<file path="src/rtl/ptw_pkg.sv">
package ptw_pkg;

    localparam int PTW_AW = 32;

    typedef enum logic [1:0] {
        PG_4K  = 2'd0,
        PG_64K = 2'd1,
        PG_1M  = 2'd2,
        PG_16M = 2'd3
    } pg_size_e;

    typedef enum logic [1:0] {
        D1_BAD,
        D1_TABLE,
        D1_SECTION,
        D1_SUPER
    } l1_kind_e;

    typedef enum logic [1:0] {
        D2_BAD,
        D2_LARGE,
        D2_SMALL
    } l2_kind_e;

    typedef enum logic [1:0] {
        WS_IDLE,
        WS_LVL1,
        WS_LVL2
    } walk_state_e;

    typedef struct packed {
        logic [PTW_AW-1:0] pa;
        pg_size_e          size;
    } xlat_res_t;

    typedef struct packed {
        logic              hit;
        logic              is_xlat;
        logic [PTW_AW-1:0] va;
    } fault_ev_t;

    localparam int SUPER_BIT = 18;
    localparam int NUM_SIZES = 4;

    function automatic int page_shift(pg_size_e s);
        case (s)
            PG_4K:   return 12;
            PG_64K:  return 16;
            PG_1M:   return 20;
            default: return 24;
        endcase
    endfunction

    function automatic l1_kind_e decode_l1(logic [PTW_AW-1:0] d);
        case (d[1:0])
            2'b01:   return D1_TABLE;
            2'b10:   return d[SUPER_BIT] ? D1_SUPER : D1_SECTION;
            default: return D1_BAD;
        endcase
    endfunction

    function automatic l2_kind_e decode_l2(logic [PTW_AW-1:0] d);
        case (d[1:0])
            2'b00:   return D2_BAD;
            2'b01:   return D2_LARGE;
            default: return D2_SMALL;
        endcase
    endfunction

endpackage

</file>
<file path="src/rtl/ptw_compose.sv">
module ptw_compose
    import ptw_pkg::*;
(
    input  logic [PTW_AW-1:0] desc,
    input  logic [PTW_AW-1:0] va,
    input  pg_size_e          size,
    output logic [PTW_AW-1:0] pa
);
    localparam int MIN_SH = page_shift(PG_4K);

    logic [PTW_AW-1:0] cand [NUM_SIZES];

    for (genvar g = 0; g < NUM_SIZES; g++) begin : g_size
        localparam int SH = page_shift(pg_size_e'(g));
        assign cand[g] = {desc[PTW_AW-1:SH], va[SH-1:0]};
    end

    assign pa = cand[size];

    logic unused_desc_low;
    assign unused_desc_low = ^desc[MIN_SH-1:0];
endmodule

</file>
<file path="src/rtl/ptw_fault.sv">
module ptw_fault
    import ptw_pkg::*;
#(
    parameter int NFLT = 2
) (
    input  logic              clk,
    input  logic              rst,
    input  fault_ev_t         ev,
    input  logic [NFLT-1:0]   clr,
    output logic [NFLT-1:0]   status,
    output logic [PTW_AW-1:0] addr,
    output logic              irq
);
    logic [NFLT-1:0] set_bit;

    assign set_bit[0] = ev.hit && !ev.is_xlat;
    assign set_bit[1] = ev.hit &&  ev.is_xlat;

    for (genvar i = 0; i < NFLT; i++) begin : g_bit
        always_ff @(posedge clk) begin
            if (rst) status[i] <= 1'b0;
            else     status[i] <= set_bit[i] | (status[i] & ~clr[i]);
        end

        assert_w1c_R11: assert property (@(posedge clk) disable iff (rst)
            (clr[i] && !set_bit[i]) |=> !status[i]);
        assert_sticky_R11: assert property (@(posedge clk) disable iff (rst)
            (status[i] && !clr[i]) |=> status[i]);
    end

    always_ff @(posedge clk) begin
        if (rst)         addr <= '0;
        else if (ev.hit) addr <= ev.va;
    end

    assign irq = |status;

    assert_capture_R10: assert property (@(posedge clk) disable iff (rst)
        ev.hit |=> (addr == $past(ev.va)));
endmodule

</file>
<file path="src/rtl/ptw_fsm.sv">
module ptw_fsm
    import ptw_pkg::*;
#(
    parameter int L1_IDX_W = 12,
    parameter int L2_IDX_W = 8
) (
    input  logic                          clk,
    input  logic                          rst,
    input  logic                          mmu_en,
    input  logic                          walk_en,
    input  logic [PTW_AW-L1_IDX_W-3:0]    tbl_base,
    input  logic                          miss_valid,
    input  logic [PTW_AW-1:0]             miss_va,
    output logic                          rd_req,
    output logic [PTW_AW-1:0]             rd_addr,
    input  logic                          rd_valid,
    input  logic [PTW_AW-1:0]             rd_data,
    output logic                          busy,
    output logic                          res_valid,
    output xlat_res_t                     res,
    output fault_ev_t                     fev
);
    localparam int L1_BASE_LSB = L1_IDX_W + 2;
    localparam int L2_BASE_LSB = L2_IDX_W + 2;
    localparam int L1_IDX_LSB  = PTW_AW - L1_IDX_W;
    localparam int L2_IDX_LSB  = L1_IDX_LSB - L2_IDX_W;

    walk_state_e                    state, nxt;
    logic [PTW_AW-1:0]              va_q;
    logic [PTW_AW-L2_BASE_LSB-1:0]  l2base_q;
    logic                           fin;
    pg_size_e                       fin_size;
    logic [PTW_AW-1:0]              pa_c;
    logic                           accept;

    ptw_compose u_compose (
        .desc (rd_data),
        .va   (va_q),
        .size (fin_size),
        .pa   (pa_c)
    );

    assign accept = (state == WS_IDLE) && miss_valid && mmu_en;

    always_comb begin
        nxt        = state;
        fin        = 1'b0;
        fin_size   = PG_4K;
        fev.hit    = 1'b0;
        fev.is_xlat = 1'b0;
        fev.va     = va_q;
        case (state)
            WS_IDLE: begin
                fev.va = miss_va;
                if (accept) begin
                    if (walk_en) nxt = WS_LVL1;
                    else         fev.hit = 1'b1;
                end
            end
            WS_LVL1: begin
                if (rd_valid) begin
                    nxt = WS_IDLE;
                    case (decode_l1(rd_data))
                        D1_TABLE:   nxt = WS_LVL2;
                        D1_SECTION: begin fin = 1'b1; fin_size = PG_1M;  end
                        D1_SUPER:   begin fin = 1'b1; fin_size = PG_16M; end
                        default:    begin fev.hit = 1'b1; fev.is_xlat = 1'b1; end
                    endcase
                end
            end
            default: begin
                if (rd_valid) begin
                    nxt = WS_IDLE;
                    case (decode_l2(rd_data))
                        D2_LARGE: begin fin = 1'b1; fin_size = PG_64K; end
                        D2_SMALL: begin fin = 1'b1; fin_size = PG_4K;  end
                        default:  begin fev.hit = 1'b1; fev.is_xlat = 1'b1; end
                    endcase
                end
            end
        endcase
    end

    always_ff @(posedge clk) begin
        if (rst) begin
            state     <= WS_IDLE;
            va_q      <= '0;
            l2base_q  <= '0;
            res_valid <= 1'b0;
            res.pa    <= '0;
            res.size  <= PG_4K;
        end else begin
            state     <= nxt;
            res_valid <= fin;
            if (accept)
                va_q <= miss_va;
            if (state == WS_LVL1 && rd_valid)
                l2base_q <= rd_data[PTW_AW-1:L2_BASE_LSB];
            if (fin) begin
                res.pa   <= pa_c;
                res.size <= fin_size;
            end
        end
    end

    always_comb begin
        case (state)
            WS_LVL1: rd_addr = {tbl_base, va_q[PTW_AW-1:L1_IDX_LSB], 2'b00};
            WS_LVL2: rd_addr = {l2base_q, va_q[L1_IDX_LSB-1:L2_IDX_LSB], 2'b00};
            default: rd_addr = '0;
        endcase
    end

    assign rd_req = (state != WS_IDLE);
    assign busy   = (state != WS_IDLE);

    assert_addr_hold_R9: assert property (@(posedge clk) disable iff (rst)
        (rd_req && !rd_valid) |=> (rd_req && $stable(rd_addr)));
    assert_mmu_off_R2: assert property (@(posedge clk) disable iff (rst)
        (!busy && !mmu_en) |=> !busy);
    assert_walk_off_R3: assert property (@(posedge clk) disable iff (rst)
        (!busy && miss_valid && mmu_en && !walk_en) |-> (fev.hit && !fev.is_xlat));
    assert_start_R9: assert property (@(posedge clk) disable iff (rst)
        $rose(busy) |-> $past(miss_valid && mmu_en && walk_en));
    assert_one_outcome_R9: assert property (@(posedge clk) disable iff (rst)
        !(fin && fev.hit));
endmodule

</file>
<file path="src/rtl/ptw_walker.sv">
module ptw_walker
    import ptw_pkg::*;
#(
    parameter int L1_IDX_W = 12,
    parameter int L2_IDX_W = 8
) (
    input  logic                       clk,
    input  logic                       rst,
    input  logic                       ctl_mmu_en,
    input  logic                       ctl_walk_en,
    input  logic [PTW_AW-L1_IDX_W-3:0] tbl_base,
    input  logic                       miss_valid,
    input  logic [PTW_AW-1:0]          miss_va,
    output logic                       rd_req,
    output logic [PTW_AW-1:0]          rd_addr,
    input  logic                       rd_valid,
    input  logic [PTW_AW-1:0]          rd_data,
    output logic                       busy,
    output logic                       xlat_valid,
    output logic [PTW_AW-1:0]          xlat_pa,
    output logic [1:0]                 xlat_size,
    output logic [1:0]                 fault_status,
    input  logic [1:0]                 fault_clr,
    output logic [PTW_AW-1:0]          fault_addr,
    output logic                       irq
);
    xlat_res_t res;
    fault_ev_t fev;

    ptw_fsm #(
        .L1_IDX_W (L1_IDX_W),
        .L2_IDX_W (L2_IDX_W)
    ) u_fsm (
        .clk        (clk),
        .rst        (rst),
        .mmu_en     (ctl_mmu_en),
        .walk_en    (ctl_walk_en),
        .tbl_base   (tbl_base),
        .miss_valid (miss_valid),
        .miss_va    (miss_va),
        .rd_req     (rd_req),
        .rd_addr    (rd_addr),
        .rd_valid   (rd_valid),
        .rd_data    (rd_data),
        .busy       (busy),
        .res_valid  (xlat_valid),
        .res        (res),
        .fev        (fev)
    );

    ptw_fault #(.NFLT(2)) u_fault (
        .clk    (clk),
        .rst    (rst),
        .ev     (fev),
        .clr    (fault_clr),
        .status (fault_status),
        .addr   (fault_addr),
        .irq    (irq)
    );

    assign xlat_pa   = res.pa;
    assign xlat_size = res.size;

    assert_irq_R10: assert property (@(posedge clk) disable iff (rst)
        irq == (fault_status != 2'b00));
endmodule

</file>
<file path="config.mk">
export PLATFORM = sky130hd
export DESIGN_NAME = ptw_walker
export DESIGN_NICKNAME = d
export VERILOG_FILES = /design/src/rtl/ptw_pkg.sv /design/src/rtl/ptw_compose.sv /design/src/rtl/ptw_fault.sv /design/src/rtl/ptw_fsm.sv /design/src/rtl/ptw_walker.sv
export SDC_FILE = /design/constraint.sdc
export NUM_CORES = 1
export LEC_CHECK = 0
export ABC_AREA = 0
export BUFFER_PORTS_ARGS = -buffer_cell sky130_fd_sc_hd__buf_2
export CAP_MARGIN = 20
export CORE_ASPECT_RATIO = 0.7
export CORE_MARGIN = 8
export CORE_UTILIZATION = 55
export DETAILED_ROUTE_END_ITERATION = 6
export PLACE_DENSITY = 0.85
export SYNTH_ARGS = -nofsm -noshare
export SYNTH_HDL_FRONTEND = slang
export SYNTH_SLANG_ARGS = --single-unit
</file>
<file path="constraint.sdc">
create_clock -name clk -period 3.2 [get_ports clk]
set_clock_uncertainty 0.15 [all_clocks]
set_input_delay 0.16 -clock clk [delete_from_list [all_inputs] [get_ports clk]]
set_output_delay 0.16 -clock clk [all_outputs]
set_load 0.1 [all_outputs]
</file>
==> results by group <==
Routing
  • Post-detailed-route via-to-cell ratio: 6.15
  • Drt wl/cell: 20.4 um
  • Total via count in the routed design: 6,363
  • Final wirelength: 21.1 mm
  • Initial DRT Pass Iterations: 6
  • Antenna-violating nets left: 0
  • Violation count after the first detailed-routing iteration: 586
  • DRC violations left: 0

Timing
  • Count of endpoints failing setup in the final report: 0
  • Total Neg Setup Slack: 0 ns
  • Maximum achievable frequency: 354 MHz
  • Max-slew violations: 0
  • Hold violation total from the final report: 0
  • Post-layout min period: 2.82 ns
  • Slew headroom: 0.297
  • Setup repair after global routing missed its margin: false
  • Slew at the pin closest to its max-slew limit: 1.05 ns
  • Ratio of final minimum period to clock period: 0.882

Logic synthesis
  • Sequential cell area fraction in the yosys report: 0.425
  • Post-Syn Instances: 691
  • Seq cells post-synth: 125
  • Synthesized area: 0.00588 mm2
  • Yosys warning total: 0
  • Average size of a mapped cell: 8.52 um2
  • EDFF count, synth: 0
  • Synth cell types: 42
  • Top_reg_cell synth: sky130_fd_sc_hd__dfxtp_1
  • Ys async rst share: 0

CTS
  • Clk Latency, worst-skew pair: 0.41 ns
  • Clock buffer count from CTS: 17
  • Root buffer cell: sky130_fd_sc_hd__clkbuf_16
  • Post-CTS repair timing setup buffer count: 0
  • Number of buffers between clock root and the deepest sink: 2
  • Clock tree from TritonCTS: yes
  • Number of H-tree levels: 4
  • # clock sinks: 125
  • Post-CTS clock slew at the launch and capture registers of the worst setup and hold paths: 0.05 ns

Floorplanning
  • Boundary Pins: 194
  • Core Footprint: 0.0104 mm2
  • Initial standard-cell utilization of the core: 0.566
  • Die height: 103 um
  • Die X-Extent: 140 um
  • Placement Rows: 31
  • Total die area: 0.0143 mm2

Placement
  • Total of buffers placed on input and output ports: 183
  • GPL Wtd Cong: 0.871
  • Number of cells after detailed placement: 947
  • Placed wire-length estimate: 13.9 mm

Cells and area
  • Finished Layout Cells: 1,035
  • Top library cells by usage in the layout, fill and taps aside: sky130_fd_sc_hd__buf_2, sky130_fd_sc_hd__dfxtp_1, sky130_fd_sc_hd__nand2_1, sky130_fd_sc_hd__a21oi_1, sky130_fd_sc_hd__dlygate4sd3_1
  • Share of cells above drive strength 1: 0.296
  • Number of filler cells placed in the layout: 707
  • Diode insertion count for antenna repair: 0
  • Net count reported at finish: 987
  • Commonest non-fill, non-tap cell in the layout: sky130_fd_sc_hd__buf_2
  • Syn-to-layout area delta: 35.4%
  • Final design utilization: 0.767

Worst hold path
  • Type of the worst min-delay path: in -> reg

Worst setup path
  • Data required time at the worst endpoint: 3.40 ns
  • Arr. time, crit path: 3.03 ns
  • Classification of the worst setup path: reg -> reg
  • Crit-path max FO: 32
  • Crit path capture type: flip-flop
  • Startpoint type of the worst setup path: flip-flop

GRT
  • Antenna violations before repair: 0
  • First-pass GRT wire length: 33.5 mm
  • Grt ovf: 0
  • Via count of the first global-routing pass: 6,405
  • All-Layer GR Usage: 0.293
  • Pin count of the biggest net entering global routing: 93

Power and ir drop
  • Total leakage power: 3.40 nW
  • Power density over the cells: 562 mW/mm2
  • Max rail drop VDD: 525 uV
  • Overall power: 4.48 mW

Run
  • Max-cap check violation count: 0

Run status
  • Status: finished clean
## routing by layer
metal,GRT usage,part of all wire
met1,0.347,0.40
met2,0.476,0.46
met3,0.108,0.12
met4,0.130,0.027
met5,0,0
## metrics by stage
stage | cell area [um2] | setup slack (ns) | hold WS, ns
2_1_floorplan | 5890 | 0.357 | 0.146
3_3_place_gp | 6780 | 0.669 | 0.255
3_5_place_dp | 6790 | 0.653 | 0.259
4_1_cts | 7960 | 0.191 | 0.0155
5_1_grt | 7970 | 0.229 | 0.0185
6_report | 7970 | 0.377 | 0.0252
## flip-flops by register name, summed over array words and instances (netlist names)
register / count
u_fsm.res: 34
u_fsm.l2base_q: 22
u_fault.addr: 32
u_fsm.state: 2
u_fault.status: 2
u_fsm.res_valid: 1
u_fsm.va_q: 32
## synth_stat cells (all sizes together) (2+ instances only)
cell / instances / area share
nand3: 11 / 0.0094
a21oi: 110 / 0.11
nand2b: 3 / 0.0032
inv: 6 / 0.0038
o41ai: 32 / 0.048
nor2b: 32 / 0.034
ha: 6 / 0.013
dfxtp: 125 / 0.43
a22oi: 30 / 0.038
or2: 2 / 0.0021
nor3: 3 / 0.0026
and2: 2 / 0.0021
clkbuf: 56 / 0.036
o211ai: 4 / 0.0051
nand4: 21 / 0.022
mux2i: 32 / 0.054
a311oi: 12 / 0.018
or3: 2 / 0.0021
and3: 3 / 0.0032
o31ai: 22 / 0.028
nor2: 3 / 0.0019
a31oi: 14 / 0.015
nand2: 118 / 0.075
o21ai: 9 / 0.0077
buf: 23 / 0.023
## kinds of logic (layout without fill, tap and decap cells)
logic type | count (synthesis) | after routing | share of synthesized area
muxes | 32 | 32 | 0.0544
adders and majority gates | 6 | 6 | 0.0128
DFF | 125 | 125 | 0.425
other | 1 | 2 | 0.000637
AOI/OAI and AO/OA | 235 | 235 | 0.275
and+or+nand+nor | 206 | 206 | 0.168
buffers and inverters | 86 | 297 | 0.0632
## final timing paths
check	startpoint	to	slack (ns)	depth (start not counted)
max	u_fsm.state[1]	u_fsm.va_q[22]	0.38	8
min reg2reg	u_fsm.l2base_q[4]	u_fsm.l2base_q[4]	0.31	2
max reg2reg	u_fsm.state[1]	u_fsm.va_q[22]	0.38	8
min	rd_valid	u_fsm.res[0]	0.03	3
## worst max-delay path: stages, from the launching register on
cell	delay, ns
sky130_fd_sc_hd__dfxtp_1	0.33
sky130_fd_sc_hd__inv_1	0.14
sky130_fd_sc_hd__ha_4	0.38
sky130_fd_sc_hd__buf_4	0.41
sky130_fd_sc_hd__and3_1	0.21
sky130_fd_sc_hd__buf_4	0.33
sky130_fd_sc_hd__nand2_1	0.09
sky130_fd_sc_hd__a21oi_1	0.13
sky130_fd_sc_hd__dlygate4sd3_1	0.57
## power by group
group / internal [mW] / total, mW / switching, mW
sequential: 1.62 / 1.68 / 0.0531
combinational: 0.223 / 0.824 / 0.601
clock: 1.30 / 1.98 / 0.680
## final cells by class
cell class                      count  area [um2]  share of cell area
Tap cell                          132         165              0.0207
Sequential cell                   125        2500               0.314
Clock buffer                       24         492              0.0617
Multi-Input combinational cell    481        3050               0.382
Timing Repair Buffer              259        1630               0.204
Clock inverter                      7         110              0.0138
Inverter                            7        26.3             0.00330
## timing repair
action / 4_1_cts / 5_1_grt
gates resized for setup: 0 / 1
hold buffers: 57 / 0
endpoints found under the setup margin: 0 / 1
hold endpoints to repair: 108 / 0
No activity file was read; power rests on OpenSTA's default activity.
